### src/rtl/wdt_pkg.sv
package wdt_pkg;
    localparam int ADDR_W = 3;

    localparam logic [ADDR_W-1:0] A_CTRL  = 3'd0;
    localparam logic [ADDR_W-1:0] A_LOAD  = 3'd1;
    localparam logic [ADDR_W-1:0] A_CUR   = 3'd2;
    localparam logic [ADDR_W-1:0] A_LIMIT = 3'd3;
    localparam logic [ADDR_W-1:0] A_KEY   = 3'd4;
    localparam logic [ADDR_W-1:0] A_SVC   = 3'd5;
    localparam logic [ADDR_W-1:0] A_TRIPS = 3'd6;

    typedef enum logic [1:0] {
        WD_IDLE = 2'd0,
        WD_RUN  = 2'd1,
        WD_TRIP = 2'd2
    } wd_state_e;
endpackage

### src/rtl/wdt_cfg.sv
module wdt_cfg
    import wdt_pkg::*;
#(
    parameter int              DATA_W = 32,
    parameter logic [DATA_W-1:0] KEY  = 32'h5A5A_C3C3
) (
    input  logic              clk,
    input  logic              rst_n,
    input  logic              wr_en,
    input  logic [ADDR_W-1:0] addr,
    input  logic [DATA_W-1:0] wdata,
    output logic              unlocked,
    output logic [DATA_W-1:0] load_val,
    output logic [DATA_W-1:0] limit_val,
    output logic              ctrl_wr,
    output logic              ctrl_en,
    output logic              svc_wr
);
    localparam logic [DATA_W-1:0] LOAD_RST  = '1;
    localparam logic [DATA_W-1:0] LIMIT_RST = DATA_W'(1);

    logic open_wr;
    assign open_wr = wr_en && unlocked;

    always_ff @(posedge clk or negedge rst_n) begin
        if (!rst_n) begin
            unlocked  <= 1'b0;
            load_val  <= LOAD_RST;
            limit_val <= LIMIT_RST;
        end else begin
            if (wr_en && addr == A_KEY)    unlocked  <= (wdata == KEY);
            if (open_wr && addr == A_LOAD)  load_val  <= wdata;
            if (open_wr && addr == A_LIMIT) limit_val <= wdata;
        end
    end

    assign ctrl_wr = open_wr && addr == A_CTRL;
    assign ctrl_en = wdata[0];
    assign svc_wr  = wr_en && addr == A_SVC;
endmodule

### src/rtl/wdt_core.sv
module wdt_core
    import wdt_pkg::*;
#(
    parameter int DATA_W = 32
) (
    input  logic              clk,
    input  logic              rst_n,
    input  logic              ctrl_wr,
    input  logic              ctrl_en,
    input  logic              svc_wr,
    input  logic              tick,
    input  logic [DATA_W-1:0] load_val,
    input  logic [DATA_W-1:0] limit_val,
    output logic [DATA_W-1:0] cur_val,
    output logic [DATA_W-1:0] trip_cnt,
    output logic              enabled,
    output logic              tripped
);
    localparam logic [DATA_W-1:0] ONE = DATA_W'(1);

    wd_state_e state, state_nx;
    logic [DATA_W-1:0] eff_lim, trips_inc;
    logic              expire;

    assign eff_lim   = (limit_val == '0) ? ONE : limit_val;
    assign trips_inc = trip_cnt + ONE;
    assign expire    = tick && (cur_val <= ONE);

    always_ff @(posedge clk or negedge rst_n) begin
        if (!rst_n) state <= WD_IDLE;
        else        state <= state_nx;
    end

    always_comb begin
        state_nx = state;
        unique case (state)
            WD_IDLE: if (ctrl_wr && ctrl_en) state_nx = WD_RUN;
            WD_RUN: begin
                if (ctrl_wr && !ctrl_en)                 state_nx = WD_IDLE;
                else if (svc_wr)                         state_nx = WD_RUN;
                else if (expire && trips_inc >= eff_lim) state_nx = WD_TRIP;
            end
            WD_TRIP: if (ctrl_wr && !ctrl_en) state_nx = WD_IDLE;
            default: state_nx = WD_IDLE;
        endcase
    end

    always_ff @(posedge clk or negedge rst_n) begin
        if (!rst_n) begin
            cur_val  <= '0;
            trip_cnt <= '0;
        end else begin
            unique case (state)
                WD_IDLE: begin
                    if (ctrl_wr && ctrl_en) begin
                        cur_val  <= load_val;
                        trip_cnt <= '0;
                    end
                end
                WD_RUN: begin
                    if (ctrl_wr && !ctrl_en) begin
                        cur_val <= cur_val;
                    end else if (svc_wr) begin
                        cur_val  <= load_val;
                        trip_cnt <= '0;
                    end else if (tick) begin
                        if (cur_val <= ONE) begin
                            cur_val  <= load_val;
                            trip_cnt <= trips_inc;
                        end else begin
                            cur_val <= cur_val - ONE;
                        end
                    end
                end
                WD_TRIP: begin
                    cur_val <= cur_val;
                end
                default: begin
                    cur_val <= cur_val;
                end
            endcase
        end
    end

    always_comb begin
        enabled = (state != WD_IDLE);
        tripped = (state == WD_TRIP);
    end
endmodule

### src/rtl/wdog_trip.sv
module wdog_trip
    import wdt_pkg::*;
#(
    parameter int                DATA_W = 32,
    parameter logic [DATA_W-1:0] KEY    = 32'h5A5A_C3C3
) (
    input  logic              clk,
    input  logic              rst_n,
    input  logic              wr_en,
    input  logic [2:0]        addr,
    input  logic [DATA_W-1:0] wdata,
    output logic [DATA_W-1:0] rdata,
    input  logic              wd_tick,
    output logic              wd_reset_out
);
    logic              unlocked, ctrl_wr, ctrl_en, svc_wr, enabled, tripped;
    logic [DATA_W-1:0] load_val, limit_val, cur_val, trip_cnt;

    wdt_cfg #(.DATA_W(DATA_W), .KEY(KEY)) u_cfg (
        .clk(clk), .rst_n(rst_n), .wr_en(wr_en), .addr(addr), .wdata(wdata),
        .unlocked(unlocked), .load_val(load_val), .limit_val(limit_val),
        .ctrl_wr(ctrl_wr), .ctrl_en(ctrl_en), .svc_wr(svc_wr)
    );

    wdt_core #(.DATA_W(DATA_W)) u_core (
        .clk(clk), .rst_n(rst_n), .ctrl_wr(ctrl_wr), .ctrl_en(ctrl_en),
        .svc_wr(svc_wr), .tick(wd_tick), .load_val(load_val),
        .limit_val(limit_val), .cur_val(cur_val), .trip_cnt(trip_cnt),
        .enabled(enabled), .tripped(tripped)
    );

    always_comb begin
        unique case (addr)
            A_CTRL:  rdata = DATA_W'(enabled);
            A_LOAD:  rdata = load_val;
            A_CUR:   rdata = cur_val;
            A_LIMIT: rdata = limit_val;
            A_KEY:   rdata = DATA_W'(unlocked);
            A_TRIPS: rdata = trip_cnt;
            default: rdata = '0;
        endcase
    end

    assign wd_reset_out = tripped;
endmodule

### config.mk
export PLATFORM = sky130hd
export DESIGN_NAME = wdog_trip
export DESIGN_NICKNAME = d
export VERILOG_FILES = /design/src/rtl/wdt_pkg.sv /design/src/rtl/wdt_cfg.sv /design/src/rtl/wdt_core.sv /design/src/rtl/wdog_trip.sv
export SDC_FILE = /design/constraint.sdc
export NUM_CORES = 1
export LEC_CHECK = 0
export ABC_AREA = 1
export ABC_CLOCK_PERIOD_IN_PS = 4540
export BUFFER_PORTS_ARGS = -buffer_cell sky130_fd_sc_hd__buf_2
export CAP_MARGIN = 20
export CORE_MARGIN = 2
export CORE_UTILIZATION = 65
export CTS_CLUSTER_DIAMETER = 50
export CTS_CLUSTER_SIZE = 14
export DETAILED_ROUTE_END_ITERATION = 8
export PLACE_DENSITY = 0.83
export SLEW_MARGIN = 15
export SYNTH_ARGS = -nofsm -noshare
export SYNTH_HDL_FRONTEND = slang
export SYNTH_SLANG_ARGS = --single-unit
### constraint.sdc
create_clock -name clk -period 4.54 [get_ports clk]
set_clock_uncertainty 0.1 [all_clocks]
set_input_delay 0.227 -clock clk [delete_from_list [all_inputs] [get_ports clk]]
set_output_delay 0.227 -clock clk [all_outputs]
set_load 0.05 [all_outputs]
**Yosys cells after proc, flatten, opt, wreduce, memory -nomap -nowiden**

Cells that the tools add are included.
W data, S select, Z words.

- Add/sub/neg operators: 2
- Multiply operators: 0
- Div/mod/pow operators: 0
- $lt $le $gt $ge: 2
- Equal/unequal tests: 15
- Shift-type cells: 0
- Mux-type cells: 20
- Bitwise logic cells: 0
- Reduce and logical (&&, ||, !) cells: 19

Operators with widths:

| cell | number |
|---|---|
| $mux W32 | 11 |
| $pmux W32 S6 | 1 |
| $pmux W32 S2 | 2 |
| $add A32 B1 Y32 const B | 1 |
| $eq A32 B31 Y1 const B | 1 |
| $ge A32 B32 Y1 | 1 |
| $le A32 B1 Y1 const B | 1 |
| $logic_not A32 Y1 | 1 |
| $sub A32 B1 Y32 const B | 1 |
| $logic_and A1 B1 Y1 | 10 |
| $mux W2 | 5 |
| $eq A3 B3 Y1 const B | 3 |
| $eq A3 B2 Y1 const B | 2 |
| $pmux W2 S3 | 1 |
| $reduce_and A5 Y1 | 1 |
| $ne A2 B1 Y1 const B | 2 |
| $ne A4 B2 Y1 const B | 1 |
| $reduce_and A4 Y1 | 1 |
| $reduce_bool A2 Y1 | 2 |
| $eq A3 B1 Y1 const B | 1 |
| $logic_not A3 Y1 | 1 |
| $ne A3 B2 Y1 const B | 1 |
| $ne A3 B3 Y1 const B | 1 |
| $reduce_and A3 Y1 | 1 |
| 5 further kinds | 5 |

- Flip-flop bits (word level): 131
- Bits in latches: 0
- RAM bits: 0
- Memory bits (read-only): 0
- Input bits: 39
- Output and inout port bits: 33
- Word-level logic and storage cells: 64
- Memories: 0

**Longest topological paths before layout**

- Depth after elaboration: 8
- Gate-level depth with buffers: 21
- Mapped depth without buffers: 21

**Hierarchy**

Synthesis repeated with hierarchy kept, for this count alone.

- Cell total of the unflattened synthesis: 1354
- Area total of the unflattened synthesis: 9704.3 um^2

Modules (own cells, without submodules):

| module | instances | cells an instance | area an instance (um^2) | seq. area each (um^2) |
|---|---|---|---|---|
| wdt_core | 1 | 866 | 5649.2 | 1651.6 |
| wdt_cfg | 1 | 276 | 2807.7 | 1667.8 |
| wdog_trip | 1 | 212 | 1247.4 | 0.0 |

**Worst setup path after synthesis**

No wires, ideal clock.

- Path kind: register to register
- From: register u_core.trip_cnt[0]
- To: register u_core.state[0]
- Library setup time: 116 ps
- Arrival time: 2461 ps
- Setup slack: 1863 ps
- Stages on the path, launching flop included: 18
- Buffers on the path: 0
- Period minus slack after synthesis: 2677 ps
- Path through: dfrtp_1 ha_1 nand3_1 nor3_1 nand2_1 nor2_1 xor2_1 inv_1 ha_1 nand2_1 nor2_1 nand4_1 a21oi_1 nor2_1 nand2_1 nand2_1 nand2_1 nand2_1

- Word-level cells in the longest chain between the ends: 5

RTL lines:

| what | line | text |
|---|---|---|
| start: declaration | wdt_core.sv:15 | `output logic [DATA_W-1:0] trip_cnt,` |
| start signal: assignment | wdt_core.sv:69 | `trip_cnt <= trips_inc;` |
| $add A32 B1 Y32 | wdt_core.sv:26 | `assign trips_inc = trip_cnt + ONE;` |
| $ge A32 B32 Y1 | wdt_core.sv:41 | `else if (expire && trips_inc >= eff_lim) state_nx = WD_TRIP;` |
| $logic_and A1 B1 Y1 | wdt_core.sv:41 |  |
| $ne A4 B2 Y1 (no source line) | - |  |
| $reduce_and A3 Y1 (no source line) | - |  |
| end signal: assignment | wdt_core.sv:31 | `else state <= state_nx;` |
| end: declaration | wdt_core.sv:21 | `wd_state_e state, state_nx;` |

Every way passes these cells.
A chain may end at the register's enable or synchronous reset.

**Final worst setup path**

- From: register u_core.trip_cnt[0]
- To: register u_core.state[1]

Same word-level chain as after synthesis.

==> out/qor.txt <==
Power, Total: 4.40 mW
First-pass GRT wire length: 46.0 mm
Iteration count of the initial detailed-routing pass: 6
Maximum vdd drop: 0.000393 V
RSZ-0062 raised after global routing: no
GRT Overall Usage: 42.2%
Vias per std cell: 6.17
DPL Wire Length: 20.7 mm
Die ar.: 14300 µm²
Worst relative slew slack: 38.4%
Routed WL: 29.6 mm
Hold endpoint: u_cfg.limit_val[29]
Mapped Area: 8710 µm²
Min-Delay Path Depth: 3
Total gr overflow: 0
Number of H-tree levels: 4
Slowest Stage Delay on Critical Path: 0.50 ns
Hold Violations, Final: 0
CTS Sinks: 131
Setup CP Type: flop to flop
Final hold slack: 0.0127 ns
R2R Setup Slk: 1.24 ns
CP top delay family: simple AND/OR/NAND/NOR gates
Routed wire per std cell: 19.8 µm
Clock Latency Late Sink: 0.43 ns
Arr. time, crit path: 3.56 ns
Fmax: 303 MHz
Max Cap Violations: 0
Crit path launch type: flop
Antenna-violating nets left: 0
Remaining routing DRC violations: 0
Inserted Diodes: 0
Post-CTS sizing: 0
Leakage Power: 4.81 nW
Number of global-route vias before repair: 8629
Util after Layout: 76.6%
CTS Buffer Depth: 2
Final GP Congestion: 1.03
IO Port Bufs: 71
Design area: 10100 µm²
Dpl cell area: 9220 µm²
Reg2reg end: u_core.state[1]
Yosys warns: 0
Most frequent cell on the critical path: nand2_1
DR vias: 9214
Hold Crit Class: input port to flop
Final WS setup: 1.24 ns
Die W: 120 µm
Post-synth cell types: 41
Worst Setup Slack post-DPL: 1.35 ns
Synthesized Nets: 1290
Clk pin slew, worst setup/hold paths: 0.06 ns
Core area: 13200 µm²
Final period util: 72.8%
Largest net degree at the start of global routing: 89
Std cell rows: 42
DR iter-0 viols: 1390
Root Driver: clkbuf_16
Post-Synthesis Cells: 1216
Setup Viol. Count Final: 0
Share of layout cells above drive strength 1: 13.4%
Filler cell count: 987
Placed insts: 1431
Pins Over Slew Limit: 0
CTS Buf Count: 17
Peak fanout along the critical path: 8
I/O pin total: 72
Worst hold start: wdata[29]
CP Buf/Inv Count: 1
Req. time, crit path: 4.79 ns
R2r startpoint: u_core.trip_cnt[0]
Initial antenna violation count: 0
Final Net Count: 1379
Synth-to-Final Area Change: 15.9%
Minimum clock period: 3.30 ns
Status: finished, final reports clean
Least-Margin Pin Slew: 0.921 ns
Initial Util: 66.1%
Worst-path cell chain: ha_1 -> nand3_1 -> nor3_1 -> nand2_1 -> nor2_1 -> xor2_1 -> inv_1 -> ha_1 -> nand2_1 -> nor2_1 -> nand4_1 -> a21oi_1 -> nor2_1 -> nand2_1 -> nand2_1 -> a21oi_1
CTS tree: yes
Fin cells: 1494
Synth Register Bits: 131
PwrDens: 435 nW/µm²
Crit path capture type: flop
Setup TNS Final: 0 ns
Slowest CP cell: dfrtp_1
Cells on worst reg2reg path: 16
Syn Area/Cell: 7.16 µm²
Sequential area share after synthesis: 38.1%
Die Y-Extent: 120 µm
==> where the power goes <==
part,internal (mW),total [mW],leakage (nW),switching (mW)
Combinational,0.448,1.54,2.87,1.09
Sequential,1.31,1.50,1.67,0.187
Clock,0.771,1.36,0.276,0.591
Total,2.53,4.40,4.81,1.87
==> state kept, by name, indices dropped and copies added, names as in the netlist <==
name and cells:
u_cfg.unlocked 1, u_cfg.limit_val 32, u_cfg.load_val 32, u_core.trip_cnt 32, u_core.state 2, u_core.cur_val 32
==> logic make-up (layout without fill, tap and decap cells) <==
kind of cell | count (synthesis) | in the layout | synth area share (%)
simple gates | 555 | 555 | 27.0
compound gates | 237 | 237 | 16.3
buf+inv | 223 | 325 | 10.1
flops | 131 | 131 | 38.1
fa+ha+maj | 35 | 35 | 5.03
xor+xnor | 35 | 35 | 3.52
==> Yosys cell counts <==
cell       count  area (µm²)
buf_6          2        22.5
o221ai_1      25         219
clkinv_1       1        3.75
a21oi_2        1        8.76
o2111ai_1      1        8.76
nand2_4        2        22.5
or2_2          1        6.26
a21oi_1       18        90.1
nand3_2        1        10.0
o21ai_1      106         531
o211ai_1       2        15.0
nor2_4         1        11.3
buf_4          2        15.0
ha_1          35         438
nor2_2         9        56.3
a211o_1        1        8.76
xor2_1        35         307
dfstp_2       33         867
clkinv_2       1        5.00
a221oi_1       3        26.3
nor3_2         5        50.1
inv_2          6        22.5
nor2_1       130         488
o21a_1         1        7.51
inv_1        174         653
o22ai_1       17         106
o21ai_0       27         135
nand3_1       40         200
dfrtp_1       98        2450
nand2_2        2        12.5
clkbuf_1      25        93.8
nand4_1       29         181
nor4_1        11        68.8
a21o_1         2        15.0
nand2_1      302        1130
buf_2         12        60.1
o21bai_1       1        7.51
nor3_1        21         105
a22oi_1       31         233
a32oi_1        1        8.76
and2_1         1        6.26
==> cell type report <==
cell class	count	area, µm²	share of cell area, %
Tap cell	176	220	2.18
Inverter	182	684	6.78
Clock buffer	18	429	4.25
Sequential cell	131	3320	32.9
Multi-Input combinational cell	862	4540	45.0
Timing Repair Buffer	111	759	7.52
Clock inverter	14	146	1.45
==> routing by layer <==
metal	global-route usage (%)	routed length [µm]	up-vias
li1	-	-	4198
met1	59.2	11900	4313
met2	64.1	13100	624
met3	9.93	3610	79
met4	15.0	1000	0
met5	0	0	-
==> tightest hold or removal path, delay by kind of cell <==
kind | cells | cell delay [ns]
buffers and inverters | 2 | 0.14
AOI/OAI and AO/OA | 1 | 0.13
==> placed cells by master (no fill, tap or decap), drive strengths merged <==
cell type and n:
nand2 306, inv 187, nor2 140, o21ai 133, dfrtp 98, buf 80, nand3 41, xor2 35
ha 35, dfstp 33, a22oi 31, dlygate4sd3 31, nand4 29, nor3 26, o221ai 25, a21oi 19
clkbuf 18, o22ai 17, nor4 11, clkinv 6, a221oi 3, a21o 2, o211ai 2, clkinvlp 2
and2 1, or2 1, o2111ai 1, a32oi 1, o21bai 1, o21a 1, a211o 1, bufinv 1
==> timing repair <==
item / 4_1_cts / 5_1_grt
hold buffers: 31 / 0
endpoints found under the hold margin: 124 / 0
buffers inserted: 0 / 0
==> worst max-delay path by stage <==
stage	start	endpoint	slack, ns	cells past startpoint
4_1_cts	u_core.trip_cnt[0]	u_core.state[1]	1.30	16
5_1_grt	u_core.trip_cnt[0]	u_core.state[0]	1.00	17
3_5_place_dp	u_core.trip_cnt[0]	u_core.state[1]	1.35	16
3_3_place_gp	u_core.trip_cnt[0]	u_core.state[0]	1.51	17
2_1_floorplan	u_core.trip_cnt[0]	u_core.state[0]	1.86	17
6_report	u_core.trip_cnt[0]	u_core.state[1]	1.24	16
Power figures use the tool's default switching activity.
